==> src/rtl/ivec_pkg.sv <==
package ivec_pkg;
  localparam int IVEC_NSRC = 7;
  localparam int IVEC_HI_W = 4;

  typedef enum logic [2:0] {
    SRC_NONE    = 3'd0,
    SRC_FCTL    = 3'd1,
    SRC_DIVISOR = 3'd2,
    SRC_LINE    = 3'd3,
    SRC_MODEM   = 3'd4,
    SRC_RXBUF   = 3'd5,
    SRC_TXTMO   = 3'd6,
    SRC_TXHOLD  = 3'd7
  } ivec_src_e;
endpackage

==> src/rtl/ivec_prio_enc.sv <==
module ivec_prio_enc #(
  parameter int NSRC = ivec_pkg::IVEC_NSRC,
  localparam int CODE_W = $clog2(NSRC + 1)
) (
  input  logic [NSRC-1:0]   live,
  output logic [CODE_W-1:0] code
);
  function automatic logic [CODE_W-1:0] top_code(input logic [NSRC-1:0] m);
    logic [CODE_W-1:0] c;
    c = '0;
    for (int i = 0; i < NSRC; i++)
      if (m[i]) c = CODE_W'(i + 1);
    return c;
  endfunction

  always_comb code = top_code(live);
endmodule

==> src/rtl/ivec_ius_bank.sv <==
module ivec_ius_bank #(
  parameter int NSRC = ivec_pkg::IVEC_NSRC,
  localparam int CODE_W = $clog2(NSRC + 1)
) (
  input  logic              clk,
  input  logic              rst_n,
  input  logic              ack,
  input  logic [CODE_W-1:0] code,
  input  logic [NSRC-1:0]   clr,
  output logic [NSRC-1:0]   ius
);
  for (genvar i = 0; i < NSRC; i++) begin : g_flag
    logic hit;
    assign hit = ack && (code == CODE_W'(i + 1));

    always_ff @(posedge clk or negedge rst_n)
      if (!rst_n)      ius[i] <= 1'b0;
      else if (clr[i]) ius[i] <= 1'b0;
      else if (hit)    ius[i] <= 1'b1;

    assert_ack_sets_R6: assert property (@(posedge clk) disable iff (!rst_n)
      (hit && !clr[i]) |=> ius[i]);
    assert_clr_wins_R8: assert property (@(posedge clk) disable iff (!rst_n)
      clr[i] |=> !ius[i]);
    assert_no_spurious_set_R6: assert property (@(posedge clk) disable iff (!rst_n)
      (!ius[i] && !hit) |=> !ius[i]);
  end
endmodule

==> src/rtl/ivec_status_reg.sv <==
module ivec_status_reg #(
  parameter int NSRC = ivec_pkg::IVEC_NSRC,
  parameter int HI_W = ivec_pkg::IVEC_HI_W,
  localparam int CODE_W = $clog2(NSRC + 1),
  localparam int DW = HI_W + CODE_W + 1
) (
  input  logic            clk,
  input  logic            rst_n,
  input  logic            wr_en,
  input  logic [DW-1:0]   wr_data,
  input  logic            rd_en,
  output logic [DW-1:0]   rd_data,
  input  logic            vis,
  input  logic [NSRC-1:0] irq_req,
  input  logic            ack,
  input  logic [NSRC-1:0] ius_clr,
  output logic [NSRC-1:0] ius,
  output logic            irq
);
  logic [DW-1:0]     vec_q;
  logic [NSRC-1:0]   live;
  logic [CODE_W-1:0] code;

  function automatic logic [DW-1:0] read_view(input logic rd, input logic mode,
                                              input logic [DW-1:0] v,
                                              input logic [CODE_W-1:0] c);
    if (!rd)          return '0;
    if (!mode)        return v;
    if (c != '0)      return {v[DW-1 -: HI_W], c, 1'b0};
    return {v[DW-1:1], 1'b0};
  endfunction

  always_ff @(posedge clk or negedge rst_n)
    if (!rst_n)     vec_q <= '0;
    else if (wr_en) vec_q <= wr_data;

  assign live = irq_req & ~ius;
  assign irq  = |live;

  ivec_prio_enc #(.NSRC(NSRC)) u_enc (.live(live), .code(code));

  ivec_ius_bank #(.NSRC(NSRC)) u_ius (
    .clk(clk), .rst_n(rst_n), .ack(ack), .code(code), .clr(ius_clr), .ius(ius)
  );

  always_comb rd_data = read_view(rd_en, vis, vec_q, code);

  assert_write_store_R1: assert property (@(posedge clk) disable iff (!rst_n)
    wr_en |=> vec_q == $past(wr_data));
  assert_bit0_low_R3: assert property (@(posedge clk) disable iff (!rst_n)
    (rd_en && vis) |-> !rd_data[0]);
  assert_code_spliced_R2: assert property (@(posedge clk) disable iff (!rst_n)
    (rd_en && vis && code != '0) |-> rd_data[CODE_W:1] == code);
  assert_irq_match_R9: assert property (@(posedge clk) disable iff (!rst_n)
    irq == (code != '0));
  assert_idle_read_R10: assert property (@(posedge clk) disable iff (!rst_n)
    !rd_en |-> rd_data == '0);

  for (genvar i = 0; i < NSRC; i++) begin : g_chk
    assert_enc_valid_R7: assert property (@(posedge clk) disable iff (!rst_n)
      (code == CODE_W'(i + 1)) |-> (irq_req[i] && !ius[i]));
    assert_enc_top_R5: assert property (@(posedge clk) disable iff (!rst_n)
      (code == CODE_W'(i + 1)) |-> ((irq_req & ~ius) >> (i + 1)) == '0);
  end
endmodule

==> config.mk <==
export PLATFORM = sky130hd
export DESIGN_NAME = ivec_status_reg
export DESIGN_NICKNAME = d
export VERILOG_FILES = /design/src/rtl/ivec_pkg.sv /design/src/rtl/ivec_prio_enc.sv /design/src/rtl/ivec_ius_bank.sv /design/src/rtl/ivec_status_reg.sv
export SDC_FILE = /design/constraint.sdc
export NUM_CORES = 1
export LEC_CHECK = 0
export BUFFER_PORTS_ARGS = -buffer_cell sky130_fd_sc_hd__buf_2
export CAP_MARGIN = 40
export CORE_MARGIN = 2
export CORE_UTILIZATION = 44
export CTS_CLUSTER_DIAMETER = 30
export CTS_CLUSTER_SIZE = 25
export DETAILED_ROUTE_END_ITERATION = 12
export PLACE_DENSITY_LB_ADDON = 0.2
export SYNTH_ARGS = -nofsm -noshare
export SYNTH_HDL_FRONTEND = slang
export SYNTH_SLANG_ARGS = --single-unit
==> constraint.sdc <==
create_clock -name clk -period 1.98 [get_ports clk]
set_input_delay 0.297 -clock clk [delete_from_list [all_inputs] [get_ports clk]]
set_output_delay 0.297 -clock clk [all_outputs]
set_load 0.005 [all_outputs]
==> flow_summary_export.csv <==
group,metric,value,unit
critical_path,crit_type,"flop to output pin",
die,dieArea,2379,µm²
timing,fin_crit_sh,104.0,%
clock_network,cts_buffers,3,
power_and_ir_drop,power_frac_seq,50.4,%
die,die_x,48.78,µm
synth,syn_area,882.1,µm²
timing,slew_viol_final,0,
grt,grt_antenna_before_repair,0,
timing,rsz0062_at_grt,"true",
power_and_ir_drop,intPower,484.8,µW
grt,grt_use_total,18.10,%
cells_and_area,fill_cells,175,
timing,hold_viol,0,
cells_and_area,fin_nets,162,
min_path,holdCritPathClass,"input pin to flop",
detailed_routing,first_pass_iters,4,
detailed_routing,vias_per_cell,5.175,
power_and_ir_drop,p_comb_share,24.0,%
timing,slew_headroom,75.19,%
cells_and_area,area.growth.synth_to_final,35.04,%
power_and_ir_drop,switching_share,28.42,%
die,coreArea,1922,µm²
cells_and_area,multi_input_area,503.0,µm²
clock_network,cts_tree,"done",
critical_path,worstSetupEndpointType,"output pin",
detailed_routing,drtAntennaViolNets,0,
die,dieHeight,48.78,µm
synth,synth_cell_types,33,
die,start_util,45.90,%
placement,gp_congestion,0.8049,
cells_and_area,seqCellArea,375.4,µm²
power_and_ir_drop,p_total,677.2,µW
detailed_routing,drc,0,
grt,grt_max_degree,16,
timing,worstMarginPinSlew,0.3693,ns
clock_network,h-tree-depth,1,
grt,grt_overflow_total,0,
power_and_ir_drop,vdd_drop_max,0.3888,mV
run,max_cap_viol_count,0,
detailed_routing,vias,828,
clock_network,cts_buffer_depth,2,
timing,fin_skew,0.006063,ns
clock_network,cts.sinks,15,
power_and_ir_drop,p_leak,0.0005967,µW
power_and_ir_drop,clkPwrFrac,25.6,%
synth,syn_inst,84,
cells_and_area,antennaDiodeCount,0,
critical_path,critPathMaxFanout,4,
status,violations,"negative setup slack",
detailed_routing,wl_per_cell,12.91,µm
timing,fin_crit,2.059,ns
grt,grt_pass1_wl,3401,µm
synth,syn_nets,112,
timing,whs,0.1475,ns
detailed_routing,drtIter0Drc,15,
synth,ys_ff_latch,15,
status,status,"complete, but fails checks",
cells_and_area,drive_above_1_share,45.86,%
power_and_ir_drop,switching_power,192.4,µW
synth,ys_warn_count,0,
synth,syn_avg_cell_area,10.50,µm²
placement,portBuffers,43,
detailed_routing,finalWirelength,2065,µm
power_and_ir_drop,p_per_area,568.6,nW/µm²
timing,tns,-0.09836,ns
clock_network,path_clk_slew,0.09,ns
clock_network,clockRootBuffer,"clkbuf_4",
grt,grt_pass1_vias,783,
timing,finalWorstSetupSlack,-0.07918,ns
critical_path,cp.arrival,1.76,ns
timing,setup_viol,2,
die,pin_count,44,
critical_path,startpoint_type,"flop",
critical_path,critPathRequiredTime,1.68,ns
clock_network,clk_latency,0.28,ns
die,num_rows,16,
synth,yosysSeqAreaShare,42.55,%
timing,fmax,485.6,MHz
cells_and_area,post-route-util,61.98,%
placement,hpwl,1622,µm
## state kept, by name, indices dropped and copies added (netlist names)
register	count
vec_q	8
u_ius.ius	7
## through the flow
stage	setup WS (ns)	cell area, µm²	instances
floorplan	0.2857	882.1	84
global placement	0.1683	1127	153
detailed placement	0.1428	1127	153
CTS	-0.06031	1172	159
global route	-0.1892	1191	160
finish	-0.07918	1191	160
## power groups by stage
stage / registers [µW] / logic (µW) / clock network, µW
5_1_grt: 344 / 180 / 197
6_report: 341 / 163 / 173
2_1_floorplan: 344 / 85.9 / 0
3_5_place_dp: 347 / 155 / 0
4_1_cts: 341 / 160 / 181
3_3_place_gp: 345 / 151 / 0
## final timing paths
check,slack [ns],from,cells after the start,to
setup / recovery,-0.08,u_ius.ius[0]$_DFFE_PN0P_,5,rd_data[3]
hold / removal,0.15,ius_clr[4],2,u_ius.ius[4]$_DFFE_PN0P_
setup reg to reg,0.40,u_ius.ius[0]$_DFFE_PN0P_,5,u_ius.ius[1]$_DFFE_PN0P_
hold reg to reg,0.48,vec_q[7]$_DFFE_PN0P_,1,vec_q[7]$_DFFE_PN0P_
max in group asynchronous,1.27,rst_n,2,vec_q[2]$_DFFE_PN0P_
min in group asynchronous,0.45,rst_n,2,u_ius.ius[3]$_DFFE_PN0P_
## layout make-up
cell class                 count  share of cell area [%]
timing repair buffer          46                   20.17
clock buffer                   3                   1.891
clock inverter                 1                  0.4202
sequential                    15                   31.51
tap                           27                   2.836
inverter                       2                  0.9454
multi-input combinational     66                   42.23
## routing by layer
metal / share of wire (%) / global-route usage, % / wire (µm) / vias up
met5: 0 / 0 / 0 / -
met1: 44 / 24.06 / 911 / 384
met2: 48 / 29.45 / 986 / 37
met4: 0.68 / 7.143 / 14 / 0
li1: - / - / - / 405
met3: 7.4 / 3.067 / 153 / 2
## cell usage after synthesis, drive strengths merged
| cell | n | area share, % |
|---|---|---|
| and2b | 2 | 1.8 |
| nor2 | 9 | 3.8 |
| mux2 | 8 | 10 |
| o22ai | 1 | 0.71 |
| or2b | 4 | 3.7 |
| o32ai | 1 | 0.99 |
| nand3 | 2 | 1.1 |
| o21a | 1 | 0.85 |
| and2 | 4 | 2.8 |
| o31ai | 1 | 0.85 |
| o211ai | 1 | 0.85 |
| a311o | 1 | 1.1 |
| nand2 | 7 | 3.0 |
| nand2b | 5 | 4.4 |
| a41oi | 1 | 0.99 |
| and3 | 2 | 1.4 |
| nand4 | 1 | 0.71 |
| inv | 1 | 0.43 |
| nor4 | 1 | 2.4 |
| clkinvlp | 1 | 0.57 |
| a21oi | 3 | 1.7 |
| nor2b | 4 | 4.8 |
| o41ai | 1 | 1.8 |
| dfrtp | 15 | 43 |
| a31oi | 4 | 2.8 |
| o221a | 1 | 1.3 |
| clkbuf | 1 | 0.43 |
| a221oi | 1 | 1.7 |
## cell families after synthesis
kind of cell    count (synthesis)  share of synthesized area [%]
compound gates                 17                          15.75
buf+inv                         3                          1.417
flops                          15                          42.55
mux                             8                          10.21
simple gates                   41                          30.07
## placed cells by master (no fill, tap or decap), drive strengths merged, types with 2 or more instances in the layout
master / Yosys / layout
nand2: 7 / 7
mux2: 8 / 8
or2b: 4 / 4
and2b: 2 / 2
nand3: 2 / 2
and2: 4 / 4
a21oi: 3 / 3
dfrtp: 15 / 15
nor2: 9 / 9
nand2b: 5 / 5
clkbuf: 1 / 3
a31oi: 4 / 4
and3: 2 / 2
nor2b: 4 / 4
buf: 0 / 45
## worst max-delay path, cell delays in order (launching register included)
cell	delay, ns
dfrtp_1	0.40
clkinvlp_4	0.11
a311o_1	0.37
a221oi_2	0.29
o221a_1	0.21
buf_2	0.11
## what timing repair did
item / in CTS / in global routing
resized for setup: 0 / 3
pin swaps: 2 / 1
setup endpoints to repair: 2 / 3
hold buffers: 1 / 0
endpoints found under the hold margin: 15 / 0
setup buffers: 1 / 1
(Power assumes the default switching activity.)
